===== src/rtl/bce_pkg.sv =====
package bce_pkg;
  typedef enum logic [2:0] {
    BK_JP   = 3'd0,
    BK_JR   = 3'd1,
    BK_CALL = 3'd2,
    BK_RET  = 3'd3,
    BK_RETI = 3'd4,
    BK_RST  = 3'd5,
    BK_JPHL = 3'd6,
    BK_RSVD = 3'd7
  } br_kind_e;

  typedef enum logic [1:0] {
    CC_NZ = 2'd0,
    CC_Z  = 2'd1,
    CC_NC = 2'd2,
    CC_C  = 2'd3
  } cond_e;

  localparam int CYC_W = 5;
  typedef logic [CYC_W-1:0] cyc_t;

  localparam cyc_t CYC_JP_T   = 5'd16;
  localparam cyc_t CYC_JP_N   = 5'd12;
  localparam cyc_t CYC_JR_T   = 5'd12;
  localparam cyc_t CYC_JR_N   = 5'd8;
  localparam cyc_t CYC_CALL_T = 5'd24;
  localparam cyc_t CYC_CALL_N = 5'd12;
  localparam cyc_t CYC_RET_U  = 5'd16;
  localparam cyc_t CYC_RET_T  = 5'd20;
  localparam cyc_t CYC_RET_N  = 5'd8;
  localparam cyc_t CYC_RETI   = 5'd16;
  localparam cyc_t CYC_RST    = 5'd16;
  localparam cyc_t CYC_JPHL   = 5'd4;
  localparam cyc_t CYC_RSVD   = 5'd4;
endpackage


===== src/rtl/bce_cond.sv =====
module bce_cond
  import bce_pkg::*;
(
  input  br_kind_e   kind_i,
  input  logic       cond_en_i,
  input  logic [1:0] cond_i,
  input  logic       flag_z_i,
  input  logic       flag_c_i,
  output logic       taken_o
);
  logic cond_met;
  logic cond_form;

  always_comb begin
    unique case (cond_e'(cond_i))
      CC_NZ:   cond_met = ~flag_z_i;
      CC_Z:    cond_met = flag_z_i;
      CC_NC:   cond_met = ~flag_c_i;
      default: cond_met = flag_c_i;
    endcase
  end

  // only the first four kinds have a conditional form
  assign cond_form = cond_en_i &&
                     (kind_i inside {BK_JP, BK_JR, BK_CALL, BK_RET});

  always_comb begin
    if (kind_i == BK_RSVD) taken_o = 1'b0;
    else if (cond_form)    taken_o = cond_met;
    else                   taken_o = 1'b1;
  end
endmodule


===== src/rtl/bce_target.sv =====
module bce_target
  import bce_pkg::*;
#(
  parameter int ADDR_W    = 16,
  parameter int DISP_W    = 8,
  parameter int RST_W     = 3,
  parameter int RST_SHIFT = 3
) (
  input  br_kind_e          kind_i,
  input  logic              taken_i,
  input  logic [ADDR_W-1:0] pc_i,
  input  logic [DISP_W-1:0] disp_i,
  input  logic [ADDR_W-1:0] imm_i,
  input  logic [ADDR_W-1:0] hl_i,
  input  logic [ADDR_W-1:0] stk_i,
  input  logic [RST_W-1:0]  rst_idx_i,
  output logic [ADDR_W-1:0] target_o
);
  localparam int EXT_W = ADDR_W - DISP_W;
  localparam int PAD_W = ADDR_W - RST_W - RST_SHIFT;

  logic [ADDR_W-1:0] disp_ext;
  logic [ADDR_W-1:0] rel_tgt;
  logic [ADDR_W-1:0] rst_vec;

  generate
    if (EXT_W > 0) begin : g_sext
      assign disp_ext = {{EXT_W{disp_i[DISP_W-1]}}, disp_i};
    end else begin : g_trunc
      assign disp_ext = disp_i[ADDR_W-1:0];
    end
    if (PAD_W > 0) begin : g_vec_pad
      assign rst_vec = {{PAD_W{1'b0}}, rst_idx_i, {RST_SHIFT{1'b0}}};
    end else begin : g_vec_nopad
      assign rst_vec = {rst_idx_i, {RST_SHIFT{1'b0}}};
    end
  endgenerate

  // carry out of the top bit is dropped: address wraps
  assign rel_tgt = pc_i + disp_ext;

  always_comb begin
    target_o = pc_i;
    if (taken_i) begin
      unique case (kind_i)
        BK_JP, BK_CALL:  target_o = imm_i;
        BK_JR:           target_o = rel_tgt;
        BK_RET, BK_RETI: target_o = stk_i;
        BK_RST:          target_o = rst_vec;
        BK_JPHL:         target_o = hl_i;
        default:         target_o = pc_i;
      endcase
    end
  end
endmodule


===== src/rtl/bce_cycles.sv =====
module bce_cycles
  import bce_pkg::*;
(
  input  br_kind_e kind_i,
  input  logic     cond_en_i,
  input  logic     taken_i,
  output cyc_t     cycles_o
);
  always_comb begin
    unique case (kind_i)
      BK_JP:   cycles_o = taken_i ? CYC_JP_T : CYC_JP_N;
      BK_JR:   cycles_o = taken_i ? CYC_JR_T : CYC_JR_N;
      BK_CALL: cycles_o = taken_i ? CYC_CALL_T : CYC_CALL_N;
      BK_RET: begin
        if (!cond_en_i)   cycles_o = CYC_RET_U;
        else if (taken_i) cycles_o = CYC_RET_T;
        else              cycles_o = CYC_RET_N;
      end
      BK_RETI: cycles_o = CYC_RETI;
      BK_RST:  cycles_o = CYC_RST;
      BK_JPHL: cycles_o = CYC_JPHL;
      default: cycles_o = CYC_RSVD;
    endcase
  end
endmodule


===== src/rtl/bce_stack.sv =====
module bce_stack
  import bce_pkg::*;
#(
  parameter int ADDR_W  = 16,
  parameter int SP_STEP = 2
) (
  input  br_kind_e          kind_i,
  input  logic              taken_i,
  input  logic [ADDR_W-1:0] sp_i,
  output logic              push_o,
  output logic              pop_o,
  output logic              ime_set_o,
  output logic [ADDR_W-1:0] sp_next_o
);
  localparam logic [ADDR_W-1:0] STEP = ADDR_W'(SP_STEP);

  assign push_o    = taken_i && (kind_i inside {BK_CALL, BK_RST});
  assign pop_o     = taken_i && (kind_i inside {BK_RET, BK_RETI});
  assign ime_set_o = taken_i && (kind_i == BK_RETI);

  always_comb begin
    if (push_o)     sp_next_o = sp_i - STEP;
    else if (pop_o) sp_next_o = sp_i + STEP;
    else            sp_next_o = sp_i;
  end
endmodule


===== src/rtl/branch_eval.sv =====
module branch_eval
  import bce_pkg::*;
#(
  parameter int ADDR_W    = 16,
  parameter int DISP_W    = 8,
  parameter int RST_W     = 3,
  parameter int RST_SHIFT = 3,
  parameter int SP_STEP   = 2
) (
  input  logic [2:0]        kind_i,
  input  logic              cond_en_i,
  input  logic [1:0]        cond_i,
  input  logic              flag_z_i,
  input  logic              flag_c_i,
  input  logic [ADDR_W-1:0] pc_i,
  input  logic [DISP_W-1:0] disp_i,
  input  logic [ADDR_W-1:0] imm_i,
  input  logic [ADDR_W-1:0] hl_i,
  input  logic [ADDR_W-1:0] stack_data_i,
  input  logic [RST_W-1:0]  rst_idx_i,
  input  logic [ADDR_W-1:0] sp_i,
  output logic              taken_o,
  output logic [ADDR_W-1:0] target_o,
  output logic [CYC_W-1:0]  cycles_o,
  output logic              push_o,
  output logic              pop_o,
  output logic              ime_set_o,
  output logic [ADDR_W-1:0] sp_next_o
);
  br_kind_e kind;
  logic     taken;

  assign kind = br_kind_e'(kind_i);

  bce_cond u_cond (
    .kind_i   (kind),
    .cond_en_i(cond_en_i),
    .cond_i   (cond_i),
    .flag_z_i (flag_z_i),
    .flag_c_i (flag_c_i),
    .taken_o  (taken)
  );

  bce_target #(
    .ADDR_W   (ADDR_W),
    .DISP_W   (DISP_W),
    .RST_W    (RST_W),
    .RST_SHIFT(RST_SHIFT)
  ) u_target (
    .kind_i   (kind),
    .taken_i  (taken),
    .pc_i     (pc_i),
    .disp_i   (disp_i),
    .imm_i    (imm_i),
    .hl_i     (hl_i),
    .stk_i    (stack_data_i),
    .rst_idx_i(rst_idx_i),
    .target_o (target_o)
  );

  bce_cycles u_cycles (
    .kind_i   (kind),
    .cond_en_i(cond_en_i),
    .taken_i  (taken),
    .cycles_o (cycles_o)
  );

  bce_stack #(
    .ADDR_W (ADDR_W),
    .SP_STEP(SP_STEP)
  ) u_stack (
    .kind_i   (kind),
    .taken_i  (taken),
    .sp_i     (sp_i),
    .push_o   (push_o),
    .pop_o    (pop_o),
    .ime_set_o(ime_set_o),
    .sp_next_o(sp_next_o)
  );

  assign taken_o = taken;
endmodule


===== config.mk =====
export PLATFORM = sky130hd
export DESIGN_NAME = branch_eval
export DESIGN_NICKNAME = d
export VERILOG_FILES = /design/src/rtl/bce_pkg.sv /design/src/rtl/bce_cond.sv /design/src/rtl/bce_target.sv /design/src/rtl/bce_cycles.sv /design/src/rtl/bce_stack.sv /design/src/rtl/branch_eval.sv
export SDC_FILE = /design/constraint.sdc
export NUM_CORES = 1
export LEC_CHECK = 0
export CAP_MARGIN = 25
export CORE_ASPECT_RATIO = 0.5
export CORE_MARGIN = 1
export CORE_UTILIZATION = 45
export DETAILED_ROUTE_END_ITERATION = 16
export DONT_BUFFER_PORTS = 1
export GPL_TIMING_DRIVEN = 0
export PLACE_DENSITY_LB_ADDON = 0.3
export SYNTH_ARGS = -nofsm -noshare
export SYNTH_HDL_FRONTEND = slang
export SYNTH_SLANG_ARGS = --single-unit

===== constraint.sdc =====
create_clock -name vclk -period 6.58
set_input_delay 1.645 -clock vclk [all_inputs]
set_output_delay 1.645 -clock vclk [all_outputs]
set_load 0.1 [all_outputs]

# Word level (Yosys, flattened, before mapping)

Cells that the tools add are included.

Bits of input ports: 99
Bits in registers: 0
Output and inout bits: 41
Word-level logic and storage cells: 39

Equality and inequality tests: 9
Reduce and logical (&&, ||, !) cells: 12
Add/subtract/negate cells: 3
Muxes and demuxes: 13
Bitwise logic cells: 2

Operators by type and width:

| kind                    | number |
|---|---|
| $pmux W16 S5            | 1 |
| $mux W16                | 3 |
| $pmux W5 S5             | 1 |
| $mux W5                 | 4 |
| $add A16 B16 Y16        | 1 |
| $add A16 B2 Y16 const B | 1 |
| $sub A16 B2 Y16 const B | 1 |
| $eq A3 B3 Y1 const B    | 4 |
| $eq A3 B2 Y1 const B    | 2 |
| $reduce_or A2 Y1        | 3 |
| $logic_and A1 B1 Y1     | 4 |
| $reduce_bool A2 Y1      | 2 |
| $reduce_bool A4 Y1      | 1 |
| $eq A3 B1 Y1 const B    | 1 |
| $logic_not A3 Y1        | 1 |
| $mux W3                 | 1 |
| $pmux W1 S3             | 1 |
| $eq A2 B1 Y1 const B    | 1 |
| $eq A2 B2 Y1 const B    | 1 |
| $logic_not A2 Y1        | 1 |
| $mux W1                 | 2 |
| $not A1 Y1              | 2 |

# Longest topological paths before layout

Depth after elaboration: 8
Depth in mapped cells: 9
Depth with buffers taken out: 9

# Hierarchy

A second synthesis with hierarchy kept.

Cells, all modules: 333
Area, all modules: 2,255.9 µm²

By module, submodules not included:

| module     | instances | cells an instance | seq. area each (µm²) | area each (µm²) |
|---|---|---|---|---|
| bce_target | 1         | 234               | 0.0                  | 1,572.8 |
| bce_stack  | 1         | 80                | 0.0                  | 550.5 |
| bce_cycles | 1         | 15                | 0.0                  | 98.8 |
| bce_cond   | 1         | 4                 | 0.0                  | 33.8 |

# Least setup slack after synthesis

OpenSTA, ideal clock, no wires.

Kind: input to output
Start: input port kind_i[2]
End: output port sp_next_o[8]
Required time: 4,935 ps
Path slack: -2,371 ps
Arrival time: 7,306 ps
Path buffers: 2
Cell stages on the path: 8
Cells stage by stage: clkbuf_1 nor3b_1 a31oi_1 nand2_1 and3_1 clkbuf_1 a32oi_1 xnor2_1

Cells in the longest elaborated chain, start to end: 8
Elaborated cells on any way between the ends: 17
Classes of those cells: 6 x eq/ne; 4 x mux; 7 x reduce/logical

RTL lines:

| element                                    | RTL line          | text |
|---|---|---|
| start, declared                            | branch_eval.sv:10 | `input logic [2:0] kind_i,` |
| $eq A3 B1 Y1, or another cell as far along | bce_cond.sv:25    | `(kind_i inside {BK_JP, BK_JR, BK_CALL, BK_RET});` |
| $reduce_bool A4 Y1                         | bce_cond.sv:25    |  |
| $logic_and A1 B1 Y1                        | bce_cond.sv:24    | `assign cond_form = cond_en_i &&` |
| $mux W1                                    | bce_cond.sv:29    | `else if (cond_form) taken_o = cond_met;` |
| $mux W1                                    | bce_cond.sv:28    | `if (kind_i == BK_RSVD) taken_o = 1'b0;` |
| $logic_and A1 B1 Y1 (*)                    | bce_stack.sv:18   | `assign pop_o = taken_i && (kind_i inside {BK_RET, BK_RETI});` |
| net pop_o                                  | branch_eval.sv:26 | `output logic pop_o,` |
| $mux W16 (*)                               | bce_stack.sv:23   | `else if (pop_o) sp_next_o = sp_i + STEP;` |
| $mux W16 (*)                               | bce_stack.sv:22   | `if (push_o) sp_next_o = sp_i - STEP;` |
| end, declared                              | branch_eval.sv:28 | `output logic [ADDR_W-1:0] sp_next_o` |

Mark *: on every way through the listed nets, which the timed path passes. The rest lies on a longest branch.

# Final worst setup path

Start: input port kind_i[0]
End: output port sp_next_o[4]

Same word-level chain as after synthesis.

==> flow_summary.json <==
{
  "ant_nets": 0,
  "synth-compound-area-share_pct": 34.0,
  "gp_congestion": 0.896,
  "cp.required_ns": 4.93,
  "worstPathMaxFanout": 10,
  "whs_path_depth": 1,
  "final_util_pct": 61.8,
  "die_y_um": 51.6,
  "crit_family": "simple AND/OR/NAND/NOR gates",
  "seq_area_frac_synth_pct": 0,
  "worst_slew_pin_slew_ns": 1.11,
  "core_um2": 4550,
  "period_minus_slack_ns": 6.43,
  "grt.total_usage_pct": 27.8,
  "yosys.area_share.simple_pct": 25.6,
  "syn2layout_area_growth_pct": 26.9,
  "rows": 17,
  "power_density_nw_per_um2": 147,
  "p_leak_nw": 1.13,
  "cp_num_cells": 8,
  "hp-class": "primary input to output port",
  "design.seq.count": 0,
  "post-route-cell-area_um2": 2810,
  "initial_core_util_pct": 48.7,
  "post-place-ws_ns": -0.367,
  "muxShareOfSynthArea_pct": 11.9,
  "drive_above_1_share_pct": 17.2,
  "setup_viol": 0,
  "antenna_found_initial": 0,
  "synth_cells": 338,
  "grt_setup_unrepaired": "no",
  "critPathMostFrequentCell": "clkbuf_1",
  "cp_num_buf_inv": 2,
  "cp_slowest_cell": "nor3b_4",
  "antennaDiodeCount": 0,
  "worstPathArrival_ns": 4.79,
  "peakVddDrop_v": 0.000113,
  "die_area_um2": 5230,
  "netlist_top_cells_area": "mux2i_1, ha_1, a21oi_1",
  "wirelength_um": 7510,
  "ios": 140,
  "grt_pass1_vias": 2589,
  "clock.fmax_mhz": 156,
  "ff_latch_area_um2": 0,
  "holdBufCountCts": 0,
  "path_cells": "clkbuf_1 -> nor3b_4 -> a31oi_1 -> nand2_4 -> and3_1 -> clkbuf_1 -> mux2i_1 -> xnor2_4",
  "vias": 2708,
  "fp.dieW_um": 101,
  "slew_headroom_pct": 25.9,
  "setup.worst_path.class": "primary input to output port",
  "clkbuf_count": 0,
  "nets": 474,
  "final_max_slew_viol_count": 0,
  "grt_first_pass_wirelength_um": 11700,
  "worst_slack_ns": 0.150,
  "drcViolationCount": 0,
  "routedWlPerCell_um": 17.8,
  "critPathLaunchType": "primary input",
  "detailed_place.area_um2": 2800,
  "max_stage_delay_ns": 0.95,
  "synth-xor-area-share_pct": 11.5,
  "synthAdderAreaFrac_pct": 10.5,
  "first_pass_iters": 4,
  "grt_start_max_net_pins": 14,
  "maxCapViolations": 0,
  "synth_top_family_by_area": "compound AO/OA/AOI/OAI gates",
  "status": "finished clean",
  "hold_viol_final": 0,
  "port_buffers": 0,
  "cp-end-kind": "output port",
  "fin_crit_sh_pct": 97.7,
  "tns_ns": 0,
  "grt.overflow.total": 0,
  "drtIter0Drc": 208,
  "place_hpwl_um": 6060,
  "syn_avg_cell_area_um2": 6.56,
  "synth_top_area_share_pct": 10.4,
  "ys_warn_count": 0,
  "netlist_area_um2": 2220,
  "synth_cell_type_count": 55,
  "vias_per_cell": 6.43,
  "yosys.area.top_type": "mux2i_1"
}
## path summary, 6_finish.rpt
path | startpoint | end | slack [ns]
max | kind_i[0] | sp_next_o[4] | 0.15
min | sp_i[0] | sp_next_o[0] | 3.50
## placed cells by master (no fill, tap or decap), types with 3 or more instances in the layout
cell type and count:
a211oi_1 15, a21o_1 5, a21oi_1 32, a221oi_1 4, a22oi_1 3, and2_1 6
and3_1 5, buf_1 6, buf_4 3, buf_8 15, clkbuf_1 15, ha_1 17
inv_1 8, mux2_2 3, mux2i_1 23, nand2_1 36, nand3_1 4, nor2_1 33
nor2b_1 9, nor3_1 3, o211ai_1 3, o21a_1 3, o21ai_0 11, o21ai_2 11
o221ai_2 4, xnor2_1 7, xnor2_2 3, xnor2_4 5, xor2_1 8, xor2_2 6
## layout make-up
cell class	count	area (µm²)
tap	66	82.6
buffer	26	111
timing repair buffer	16	253
fill	431	1740
multi-input combinational	305	2340
inverter	8	30.0
## synthesized netlist by cell type, types with 3 or more instances
cell type / number
nand2_1: 37
a21oi_1: 33
nor2_1: 33
mux2i_1: 23
o21ai_0: 22
ha_1: 17
clkbuf_1: 16
a211oi_1: 15
xnor2_1: 15
xor2_1: 14
nor2b_1: 9
inv_1: 8
and2_1: 6
buf_1: 6
a21o_1: 5
and3_1: 5
o221ai_1: 5
a221oi_1: 4
nand3_1: 4
a22oi_1: 3
buf_4: 3
mux2_2: 3
nor3_1: 3
o211ai_1: 3
o21a_1: 3
o22ai_1: 3
## logic make-up (layout without fill, tap and decap cells)
kind of cell / after synthesis / in the layout
AO/OA/AOI/OAI: 115 / 115
other: 1 / 2
buffers and inverters: 34 / 50
adder cells (fa/ha/maj): 18 / 18
multiplexers: 26 / 26
XOR/XNOR: 29 / 29
AND/OR/NAND/NOR: 115 / 115
## routing by layer
layer | track usage [%] | wire length [µm]
met5 | 0 | 0
met4 | 5.31 | 75
met3 | 4.70 | 600
met2 | 53.4 | 3790
met1 | 32.9 | 3040
## stage by stage
step / hold slack, ns / cells / total power [mW]
2_1_floorplan: 3.50 / 339 / 0.334
3_3_place_gp: 3.50 / 405 / 0.360
3_5_place_dp: 3.50 / 421 / 0.411
4_1_cts: 3.50 / 421 / 0.413
5_1_grt: 3.50 / 421 / 0.434
6_report: 3.50 / 421 / 0.415
## power by group
group          switching, mW  total, mW  internal, mW  leakage (nW)
logic                  0.306      0.415         0.109          1.13
clock network              0          0             0             0
registers                  0          0             0             0
total                  0.306      0.415         0.109          1.13
## timing repair
item | 4_1_cts | 5_1_grt
pin swaps | 1 | 2
setup buffers | 0 | 0
setup endpoints to repair | 6 | 5
resized for setup | 2 | 2
Note: power is estimated with default switching activity, not from simulation.
